**src/rtl/csq_pkg.sv**
```systemverilog
package csq_pkg;
  typedef enum logic [2:0] {
    OFS_PIN  = 3'd0,
    OFS_OLAT = 3'd1,
    OFS_ACT  = 3'd2,
    OFS_MASK = 3'd3,
    OFS_POL  = 3'd4,
    OFS_CTRL = 3'd5,
    OFS_PAD0 = 3'd6,
    OFS_PAD1 = 3'd7
  } reg_ofs_e;

  localparam int CB_SRC  = 0;
  localparam int CB_AND  = 1;
  localparam int CB_STRB = 2;
  localparam int CB_POR  = 3;
  localparam int CB_SUP  = 7;

  typedef struct packed {
    logic por;
    logic strobe_mode;
    logic and_mode;
    logic src_latch;
  } ctrl_t;
endpackage

```
**src/rtl/csq_addr_dec.sv**
```systemverilog
module csq_addr_dec
  import csq_pkg::*;
#(
  parameter int unsigned ADDR_W = 16,
  parameter logic [ADDR_W-1:0] BASE_ADDR = 'h88
) (
  input  logic [ADDR_W-1:0] addr,
  output logic              hit,
  output reg_ofs_e          ofs
);
  localparam int OFS_W = 3;

  assign hit = (addr[ADDR_W-1:OFS_W] == BASE_ADDR[ADDR_W-1:OFS_W]);
  assign ofs = reg_ofs_e'(addr[OFS_W-1:0]);
endmodule

```
**src/rtl/csq_regs.sv**
```systemverilog
module csq_regs
  import csq_pkg::*;
#(
  parameter int unsigned NCH = 8
) (
  input  logic           clk,
  input  logic           rst_n,
  input  logic           wr_en,
  input  logic           wr_hit,
  input  reg_ofs_e       wr_ofs,
  input  logic [NCH-1:0] wr_data,
  output logic [NCH-1:0] mask_q,
  output logic [NCH-1:0] pol_q,
  output ctrl_t          ctrl_q
);
  logic wr_mask, wr_pol, wr_ctrl, wr_readonly;

  assign wr_mask     = wr_en && wr_hit && (wr_ofs == OFS_MASK);
  assign wr_pol      = wr_en && wr_hit && (wr_ofs == OFS_POL);
  assign wr_ctrl     = wr_en && wr_hit && (wr_ofs == OFS_CTRL);
  assign wr_readonly = wr_en && !(wr_mask || wr_pol || wr_ctrl);

  always_ff @(posedge clk or negedge rst_n) begin
    if (!rst_n) begin
      mask_q <= '0;
      pol_q  <= '0;
      ctrl_q <= '{por: 1'b1, strobe_mode: 1'b0, and_mode: 1'b0, src_latch: 1'b0};
    end else begin
      if (wr_mask) mask_q <= wr_data;
      if (wr_pol)  pol_q  <= wr_data;
      if (wr_ctrl) begin
        ctrl_q.src_latch   <= wr_data[CB_SRC];
        ctrl_q.and_mode    <= wr_data[CB_AND];
        ctrl_q.strobe_mode <= wr_data[CB_STRB];
        // a written 1 keeps the flag as it is; only a 0 clears it
        ctrl_q.por         <= ctrl_q.por & wr_data[CB_POR];
      end
    end
  end

  assert_mask_load_R2: assert property (@(posedge clk) disable iff (!rst_n)
    wr_mask |=> (mask_q == $past(wr_data)));

  assert_pol_load_R2: assert property (@(posedge clk) disable iff (!rst_n)
    wr_pol |=> (pol_q == $past(wr_data)));

  assert_por_never_sets_R4: assert property (@(posedge clk) disable iff (!rst_n)
    !$rose(ctrl_q.por));

  assert_readonly_write_R11: assert property (@(posedge clk) disable iff (!rst_n)
    wr_readonly |=> ($stable(mask_q) && $stable(pol_q) && $stable(ctrl_q)));
endmodule

```
**src/rtl/csq_eval.sv**
```systemverilog
module csq_eval
  import csq_pkg::*;
#(
  parameter int unsigned NCH = 8
) (
  input  logic           clk,
  input  logic           rst_n,
  input  logic [NCH-1:0] pin_in,
  input  logic [NCH-1:0] act_in,
  input  logic [NCH-1:0] mask_q,
  input  logic [NCH-1:0] pol_q,
  input  ctrl_t          ctrl_q,
  output logic           respond
);
  function automatic logic [NCH-1:0] match_vec(input logic [NCH-1:0] src,
                                               input logic [NCH-1:0] pol,
                                               input logic [NCH-1:0] en);
    return ~(src ^ pol) & en;
  endfunction

  function automatic logic all_match(input logic [NCH-1:0] hits,
                                     input logic [NCH-1:0] en);
    return (en != '0) && (hits == en);
  endfunction

  logic [NCH-1:0] src_vec, hit_vec;
  logic any_hit, all_hit, cond_met;

  assign src_vec  = ctrl_q.src_latch ? act_in : pin_in;
  assign hit_vec  = match_vec(src_vec, pol_q, mask_q);
  assign any_hit  = |hit_vec;
  assign all_hit  = all_match(hit_vec, mask_q);
  assign cond_met = ctrl_q.and_mode ? all_hit : any_hit;
  assign respond  = ctrl_q.por | cond_met;

  assert_por_forces_R5: assert property (@(posedge clk) disable iff (!rst_n)
    ctrl_q.por |-> respond);

  assert_empty_mask_R9: assert property (@(posedge clk) disable iff (!rst_n)
    ((mask_q == '0) && !ctrl_q.por) |-> !respond);

  assert_single_channel_R10: assert property (@(posedge clk) disable iff (!rst_n)
    ($countones(mask_q) == 1) |-> (any_hit == all_hit));
endmodule

```
**src/rtl/csq_rdmux.sv**
```systemverilog
module csq_rdmux
  import csq_pkg::*;
#(
  parameter int unsigned NCH = 8
) (
  input  logic           rd_hit,
  input  reg_ofs_e       rd_ofs,
  input  logic [NCH-1:0] pin_in,
  input  logic [NCH-1:0] olat_in,
  input  logic [NCH-1:0] act_in,
  input  logic [NCH-1:0] mask_q,
  input  logic [NCH-1:0] pol_q,
  input  ctrl_t          ctrl_q,
  input  logic           supply_present,
  output logic [NCH-1:0] rd_data
);
  logic [NCH-1:0] ctrl_byte;

  always_comb begin
    ctrl_byte          = '0;
    ctrl_byte[CB_SRC]  = ctrl_q.src_latch;
    ctrl_byte[CB_AND]  = ctrl_q.and_mode;
    ctrl_byte[CB_STRB] = ctrl_q.strobe_mode;
    ctrl_byte[CB_POR]  = ctrl_q.por;
    ctrl_byte[CB_SUP]  = supply_present;
  end

  always_comb begin
    rd_data = '0;
    if (rd_hit) begin
      unique case (rd_ofs)
        OFS_PIN:  rd_data = pin_in;
        OFS_OLAT: rd_data = olat_in;
        OFS_ACT:  rd_data = act_in;
        OFS_MASK: rd_data = mask_q;
        OFS_POL:  rd_data = pol_q;
        OFS_CTRL: rd_data = ctrl_byte;
        default:  rd_data = '1;
      endcase
    end
  end
endmodule

```
**src/rtl/cond_search_qual.sv**
```systemverilog
module cond_search_qual
  import csq_pkg::*;
#(
  parameter int unsigned NCH = 8,
  parameter int unsigned ADDR_W = 16,
  parameter logic [ADDR_W-1:0] BASE_ADDR = 'h88
) (
  input  logic              clk,
  input  logic              rst_n,
  input  logic [NCH-1:0]    pin_in,
  input  logic [NCH-1:0]    act_in,
  input  logic [NCH-1:0]    olat_in,
  input  logic              supply_present,
  input  logic              wr_en,
  input  logic [ADDR_W-1:0] wr_addr,
  input  logic [NCH-1:0]    wr_data,
  input  logic [ADDR_W-1:0] rd_addr,
  output logic [NCH-1:0]    rd_data,
  output logic              respond,
  output logic              strobe_mode
);
  logic           wr_hit, rd_hit;
  reg_ofs_e       wr_ofs, rd_ofs;
  logic [NCH-1:0] mask_q, pol_q;
  ctrl_t          ctrl_q;

  csq_addr_dec #(.ADDR_W(ADDR_W), .BASE_ADDR(BASE_ADDR)) u_wr_dec (
    .addr(wr_addr), .hit(wr_hit), .ofs(wr_ofs));

  csq_addr_dec #(.ADDR_W(ADDR_W), .BASE_ADDR(BASE_ADDR)) u_rd_dec (
    .addr(rd_addr), .hit(rd_hit), .ofs(rd_ofs));

  csq_regs #(.NCH(NCH)) u_regs (
    .clk(clk), .rst_n(rst_n), .wr_en(wr_en), .wr_hit(wr_hit), .wr_ofs(wr_ofs),
    .wr_data(wr_data), .mask_q(mask_q), .pol_q(pol_q), .ctrl_q(ctrl_q));

  csq_eval #(.NCH(NCH)) u_eval (
    .clk(clk), .rst_n(rst_n), .pin_in(pin_in), .act_in(act_in),
    .mask_q(mask_q), .pol_q(pol_q), .ctrl_q(ctrl_q), .respond(respond));

  csq_rdmux #(.NCH(NCH)) u_rdmux (
    .rd_hit(rd_hit), .rd_ofs(rd_ofs), .pin_in(pin_in), .olat_in(olat_in),
    .act_in(act_in), .mask_q(mask_q), .pol_q(pol_q), .ctrl_q(ctrl_q),
    .supply_present(supply_present), .rd_data(rd_data));

  assign strobe_mode = ctrl_q.strobe_mode;
endmodule

```
**config.mk**
```make
export PLATFORM = sky130hd
export DESIGN_NAME = cond_search_qual
export DESIGN_NICKNAME = d
export VERILOG_FILES = /design/src/rtl/csq_pkg.sv /design/src/rtl/csq_addr_dec.sv /design/src/rtl/csq_regs.sv /design/src/rtl/csq_eval.sv /design/src/rtl/csq_rdmux.sv /design/src/rtl/cond_search_qual.sv
export SDC_FILE = /design/constraint.sdc
export NUM_CORES = 1
export LEC_CHECK = 0
export ABC_AREA = 0
export CAP_MARGIN = 5
export CORE_ASPECT_RATIO = 1.4
export CORE_MARGIN = 5
export CORE_UTILIZATION = 57
export CTS_CLUSTER_SIZE = 16
export DETAILED_ROUTE_END_ITERATION = 6
export DONT_BUFFER_PORTS = 1
export PLACE_DENSITY = 0.8
export SYNTH_ARGS = -nofsm -noshare
export SYNTH_HDL_FRONTEND = slang
export SYNTH_HIERARCHICAL = 1
export SYNTH_SLANG_ARGS = --single-unit
```
**constraint.sdc**
```tcl
create_clock -name clk -period 1.55 [get_ports clk]
set_input_delay 0.155 -clock clk [delete_from_list [all_inputs] [get_ports clk]]
set_output_delay 0.155 -clock clk [all_outputs]
set_load 0.01 [all_outputs]
```
==> impl_metrics.yaml, run 1 <==
status:
  run_status: "finished, violations left"
  violations: "negative setup slack"
timing:
  worst_slew_margin_rel: 0.427
  finalSetupTns_ps: -657
  max_freq_mhz: 478
  post-route-period-util: 1.35
  final_period_minus_worst_setup_slack_ps: 2090
  worst-slew-pin-transition_ps: 857
  finalMaxSlewViolations: 0
  setup_viol: 2
  finalHoldViolCount: 0
  clock-skew-final_ps: 0
  postLayoutSetupSlackWorst_ps: -541
  grt_setup_unrepaired: "yes"
clock_tree:
  cts_tree: "done"
  clkSlewWorstSetupHoldPaths_ps: 70
  root_buffer: "sky130_fd_sc_hd__clkbuf_8"
  clock_path_buffers: 2
  clock-sinks: 20
  h_tree_level_count: 1
  cts_made_buffers: 3
  latest_clock_arrival_within_the_worst_skew_pair_ps: 250
detailed_routing:
  route.vias.total: 1395
  count_of_routing_violations_after_the_opening_detailed_route_iteration: 59
  wire_per_inst_um: 21.4
  drc: 0
  detail_route.wirelength_um: 4450
  route.detailed.vias_per_inst: 6.71
  detail_route.first_pass.iterations: 4
  ant_nets: 0
setup_path:
  endpoint_kind: "output pin"
  cp.required_ps: 1390
  critPathLaunchType: "register"
  setup.worst_path.class: "register to output pin"
  crit_fanout: 3
  critical_path_arrival_ps: 1940
grt:
  grt_first_pass_wirelength_um: 6470
  total_global_route_track_usage: 0.194
  grt_max_degree: 30
  first_global_vias: 1410
  grt_antenna_before_repair: 0
  global_route.overflow_total: 0
placement:
  placement.io_buffers: 0
  gp_routability_congestion: 0.868
  place.detailed.instances: 199
  detailed_place.area_sq_um: 1700
  hpwl_um: 3390
power_and_ir_drop:
  power.density_cell_area_nw_per_um2: 534
  static-leakage-power_nw: 0.741
  ir_drop_mv: 0.727
  power.total_mw: 1.02
synth:
  number_of_flops_mapped_to_enable_cells_by_yosys: 0
  synth_fp_nets: 241
  syn_inst: 173
  synth_commonest_cells: "19 x sky130_fd_sc_hd__dfrtp_1, 14 x sky130_fd_sc_hd__mux2_2, 11 x sky130_fd_sc_hd__inv_1, 11 x sky130_fd_sc_hd__mux2_4"
  postSynthAreaPerCell_sq_um: 10.0
  synthesis.area_sq_um: 1730
  synthesis_warning_total: 6
  post-synth-top-area-fraction: 0.275
  synth_seq_area_share: 0.290
  post_synth_main_area_contributors: "sky130_fd_sc_hd__dfrtp_1 27%, sky130_fd_sc_hd__mux2_4 9.5%, sky130_fd_sc_hd__mux2_2 9.1%"
  synth_cell_types: 43
  synth_async_sr_flop_share: 1.00
  yosys.area.top_type: "sky130_fd_sc_hd__dfrtp_1"
  library_cell_with_the_highest_instance_count_after_synthesis: "sky130_fd_sc_hd__dfrtp_1"
  postSynth.topFlopCell: "sky130_fd_sc_hd__dfrtp_1"
  postSynthRegisterBits: 20
layout:
  util_after_layout: 0.655
  layout.filler_cells: 215
  multiInputGateArea_sq_um: 1160
  insertedDiodeCount: 0
  layoutNonFillerInstCount: 208
  sequential_area_sq_um: 503
  layout.nets: 240
  final_layout_size_suffix_gt1_frac: 0.333
  postLayoutCellArea_sq_um: 1900
  area_growth_pct: 9.97
floorplan:
  coreArea_sq_um: 2910
  dieArea_sq_um: 4260
  die_y_um: 75.2
  core.rowCount: 23
  fp.dieW_um: 56.6
  starting_density: 0.596
  floorplan.io_pins: 78
job:
  drv_cap: 0
hold_path:
  hold_path.class: "input pin to register"
[report_power, final]
| part | leakage [nW] | internal (mW) | switching [mW] |
|---|---|---|---|
| Clock | 0.0288 | 0.226 | 0.161 |
| Combinational | 0.438 | 0.0572 | 0.0506 |
| Sequential | 0.274 | 0.522 | 0.000245 |
| Total | 0.741 | 0.805 | 0.212 |
[final timing paths]
path / cells after the start / slack (ps) / endpoint / startpoint
max in group asynchronous: 1 / 520 / u_regs/ctrl_q[0]$_DFFE_PN0P_ / rst_n
max: 6 / -540 / respond / u_regs/ctrl_q[0]$_DFFE_PN0P_
min reg2reg: 1 / 480 / u_regs/ctrl_q[3]$_DFFE_PN1P_ / u_regs/ctrl_q[3]$_DFFE_PN1P_
min: 1 / 40 / u_regs/ctrl_q[3]$_DFFE_PN1P_ / wr_data[3]
max reg2reg: 4 / 370 / u_regs/ctrl_q[0]$_DFFE_PN0P_ / u_regs/ctrl_q[0]$_DFFE_PN0P_
min in group asynchronous: 1 / 450 / u_regs/ctrl_q[2]$_DFFE_PN0P_ / rst_n
[registers in the layout (all words and copies together), names as in the netlist]
register,count
u_regs/pol_q,8
u_regs/mask_q,8
u_regs/ctrl_q,4
[metrics by stage]
step	hold slack [ps]	setup WS, ps
floorplan	-141	-57.5
global placement	-140	-226
detailed placement	-140	-286
CTS	30.6	-458
global route	25.2	-553
finish	37.0	-541
[placed cells by master, fill, tap and decap left out, types with 3 or more instances in the layout]
| master | count |
|---|---|
| sky130_fd_sc_hd__dfrtp_1 | 18 |
| sky130_fd_sc_hd__mux2_2 | 14 |
| sky130_fd_sc_hd__mux2_4 | 12 |
| sky130_fd_sc_hd__inv_1 | 11 |
| sky130_fd_sc_hd__nor2b_1 | 8 |
| sky130_fd_sc_hd__nand2_1 | 7 |
| sky130_fd_sc_hd__xnor2_1 | 6 |
| sky130_fd_sc_hd__mux2i_1 | 5 |
| sky130_fd_sc_hd__clkbuf_8 | 4 |
| sky130_fd_sc_hd__nor4_1 | 4 |
| sky130_fd_sc_hd__a22oi_1 | 4 |
| sky130_fd_sc_hd__a21oi_1 | 4 |
| sky130_fd_sc_hd__o22ai_1 | 4 |
| sky130_fd_sc_hd__nand3_1 | 4 |
| sky130_fd_sc_hd__a22oi_2 | 4 |
| sky130_fd_sc_hd__a31oi_2 | 4 |
| sky130_fd_sc_hd__o21ai_0 | 4 |
| sky130_fd_sc_hd__buf_4 | 3 |
| sky130_fd_sc_hd__nor2_1 | 3 |
| sky130_fd_sc_hd__or3b_1 | 3 |
| sky130_fd_sc_hd__nand3b_1 | 3 |
| sky130_fd_sc_hd__o21ai_1 | 3 |
| sky130_fd_sc_hd__mux2_1 | 3 |
[final cells by class]
type,instances,share of cell area
clock buffer,4,0.0289
inverter,11,0.0217
multi-input combinational,128,0.611
sequential,20,0.264
tap,37,0.0243
timing repair buffer,8,0.0499
[cell families (layout without fill, tap and decap cells)]
family | Yosys count | in the layout | share of synthesized area
multiplexers | 37 | 37 | 0.259
flip-flops | 20 | 20 | 0.290
XOR/XNOR | 8 | 8 | 0.0405
buffers and inverters | 25 | 23 | 0.0867
AND/OR/NAND/NOR | 46 | 46 | 0.174
AO/OA/AOI/OAI | 37 | 37 | 0.150
[per-layer routing]
layer  vias up  track usage  wire length, um
met5         -            0                0
met4         0        0.121              165
met3        17       0.0669              452
met2        81        0.338             2250
met1       665        0.201             1570
li1        632            -                -
[critical path: stages (launching register included)]
cell and delay (ps):
sky130_fd_sc_hd__dfrtp_2 450, sky130_fd_sc_hd__buf_6 140, sky130_fd_sc_hd__mux2i_2 150, sky130_fd_sc_hd__xnor2_1 250
sky130_fd_sc_hd__o22ai_1 140, sky130_fd_sc_hd__o41ai_2 350, sky130_fd_sc_hd__o211ai_1 210
[timing repair]
| item | CTS | global route |
|---|---|---|
| setup endpoints to repair | 2 | 5 |
| resized for setup | 4 | 14 |
| hold buffers | 1 | 0 |
| endpoints found under the hold margin | 20 | 0 |
| pin swaps | 7 | 5 |
| buffers inserted | 2 | 2 |
Power figures use the tool's default switching activity.
==> run 2: changes to the inputs <==
--- a/config.mk
+++ b/config.mk
@@ -9,11 +9,11 @@
 export CAP_MARGIN = 5
 export CORE_ASPECT_RATIO = 1.4
 export CORE_MARGIN = 5
-export CORE_UTILIZATION = 57
+export CORE_UTILIZATION = 26
 export CTS_CLUSTER_SIZE = 16
 export DETAILED_ROUTE_END_ITERATION = 6
 export DONT_BUFFER_PORTS = 1
-export PLACE_DENSITY = 0.8
+export PLACE_DENSITY = 0.46
 export SYNTH_ARGS = -nofsm -noshare
 export SYNTH_HDL_FRONTEND = slang
 export SYNTH_HIERARCHICAL = 1
==> run 2 against run 1 <==
  * The run still ends with negative setup slack left
  * Sequential share of layout area fell by 1.9 points
  * First-iteration DRC count fell by 27%
  * Worst hold slack better by 0.84 ps
  * Final cell count rose by 18%
  * Count of clock-buffer cells in the layout is the same
  * Via count decreased by 3.2%
  * Non-clock buffer count increased by 1
  * Die area rose by 98%
  * Fmax rose by 2.5%
  * Combinational power increased by 9%
  * Critical endpoint unchanged
  * Largest power group unchanged
==> impl_metrics.yaml, run 2 (synthesis gave the netlist of run 1 again) <==
clock_tree:
  clock-sinks: 20
  clock_path_buffers: 2
  cts_made_buffers: 3
  latest_clock_arrival_within_the_worst_skew_pair_ps: 250
  root_buffer: "sky130_fd_sc_hd__clkbuf_8"
  clkSlewWorstSetupHoldPaths_ps: 70
  cts_tree: "done"
  h_tree_level_count: 1
grt:
  grt_max_degree: 30
  grt_first_pass_wirelength_um: 7410
  first_global_vias: 1425
  total_global_route_track_usage: 0.111
  global_route.overflow_total: 0
  grt_antenna_before_repair: 0
setup_path:
  critPathLaunchType: "register"
  worst-r2r-setup-slack_ps: 530
  endpoint_kind: "output pin"
  cp.required_ps: 1390
  crit_fanout: 7
  setup.worst_path.class: "register to output pin"
  critical_path_arrival_ps: 1880
timing:
  final_period_minus_worst_setup_slack_ps: 2040
  finalMaxSlewViolations: 0
  worst-slew-pin-transition_ps: 906
  postLayoutSetupSlackWorst_ps: -490
  post-route-period-util: 1.32
  setup_viol: 2
  grt_setup_unrepaired: "yes"
  finalHoldViolCount: 0
  worst_slew_margin_rel: 0.394
  max_freq_mhz: 490
  clock-skew-final_ps: 0
floorplan:
  die_y_um: 107
  coreArea_sq_um: 6530
  starting_density: 0.265
  core.rowCount: 35
  fp.dieW_um: 79.0
  floorplan.io_pins: 78
  dieArea_sq_um: 8420
detailed_routing:
  route.detailed.vias_per_inst: 5.49
  top_layer_used_by_detailed_routing: "met4"
  drc: 0
  count_of_routing_violations_after_the_opening_detailed_route_iteration: 43
  ant_nets: 0
  detailed_route_wirelength_on_metal3_um: 418
  wire_per_inst_um: 19.1
  detail_route.wirelength_um: 4690
  route.vias.total: 1351
  detail_route.first_pass.iterations: 4
  route.layer.met1.wl_um: 1700
  met2RoutedLength_um: 2490
power_and_ir_drop:
  power.total_mw: 1.03
  power.density_cell_area_nw_per_um2: 499
  static-leakage-power_nw: 0.776
  ir_drop_mv: 0.244
status:
  run_status: "finished, violations left"
  violations: "negative setup slack"
placement:
  detailed_place.area_sq_um: 1790
  hpwl_um: 3860
  placement.io_buffers: 0
  gp_routability_congestion: 0.806
layout:
  multiInputGateArea_sq_um: 1250
  layout.nets: 241
  layout.filler_cells: 669
  sequential_area_sq_um: 505
  postLayoutCellArea_sq_um: 2060
  layout_commonest_cell: "sky130_fd_sc_hd__dfrtp_1"
  util_after_layout: 0.316
  area_growth_pct: 19.0
  reg_top3: "u_regs/mask_q (8), u_regs/pol_q (8), u_regs/ctrl_q (4)"
  insertedDiodeCount: 0
  mostFrequentLayoutCells: "16 x sky130_fd_sc_hd__dfrtp_1, 14 x sky130_fd_sc_hd__mux2_2, 13 x sky130_fd_sc_hd__mux2_4"
  final_layout_size_suffix_gt1_frac: 0.407
job:
  drv_cap: 0
hold_path:
  hold_path.class: "input pin to register"
[run 2: changes by cell type in the layout (fill, tap and decap cells not counted), sizes merged]
cell / change
buf: +1
[run 2: cell type report]
cell class	instances	share of cell area
Clock buffer	4	0.0267
Timing Repair Buffer	9	0.0559
Tap cell	74	0.0449
Sequential cell	20	0.245
Multi-Input combinational cell	128	0.607
Inverter	11	0.0200
[run 2: repair_timing]
| action | CTS | global route |
|---|---|---|
| hold buffers | 1 | 0 |
| resized for setup | 11 | 23 |
| hold endpoints to repair | 20 | 0 |
| setup endpoints to repair | 3 | 4 |
| pin swaps | 11 | 9 |
| setup buffers | 2 | 0 |
[run 2: per-layer routing]
layer  GRT usage  vias to the layer above
met4      0.0467                        0
met3      0.0229                        6
met2       0.206                       62
li1            -                      636
met1       0.119                      647
met5           0                        -
[run 2: power breakdown]
group | leakage [nW] | switching [mW] | total [mW] | internal, mW
sequential | 0.271 | 0.000248 | 0.522 | 0.522
clock | 0.0288 | 0.162 | 0.388 | 0.226
combinational | 0.477 | 0.0509 | 0.118 | 0.0668
[run 2: metrics by stage]
step / hold WS, ps / setup slack [ps] / setup TNS, ps / std cells
after CTS: 31.9 / -495 / -554 / 246
after floorplan: -141 / -57.5 / -66.4 / 173
after global routing: 27.2 / -553 / -679 / 246
final: 37.8 / -490 / -549 / 246
after global placement: -140 / -373 / -688 / 239
after detailed placement: -140 / -370 / -659 / 239
[run 2: path summary, 6_finish.rpt]
kind / cells after the start / startpoint / end
setup / recovery: 6 / u_regs/ctrl_q[0]$_DFFE_PN0P_ / respond
hold reg to reg: 1 / u_regs/ctrl_q[3]$_DFFE_PN1P_ / u_regs/ctrl_q[3]$_DFFE_PN1P_
max in group asynchronous: 1 / rst_n / u_regs/pol_q[1]$_DFFE_PN0P_
hold / removal: 1 / wr_data[3] / u_regs/ctrl_q[3]$_DFFE_PN1P_
setup reg to reg: 3 / u_regs/ctrl_q[0]$_DFFE_PN0P_ / u_regs/ctrl_q[0]$_DFFE_PN0P_
min in group asynchronous: 1 / rst_n / u_regs/pol_q[2]$_DFFE_PN0P_
[run 2: critical path: stages (launching register included)]
cell	delay, ps
sky130_fd_sc_hd__dfrtp_2	400
sky130_fd_sc_hd__buf_12	160
sky130_fd_sc_hd__mux2i_4	260
sky130_fd_sc_hd__xnor2_2	140
sky130_fd_sc_hd__o22ai_1	110
sky130_fd_sc_hd__o41ai_2	330
sky130_fd_sc_hd__o211ai_1	230
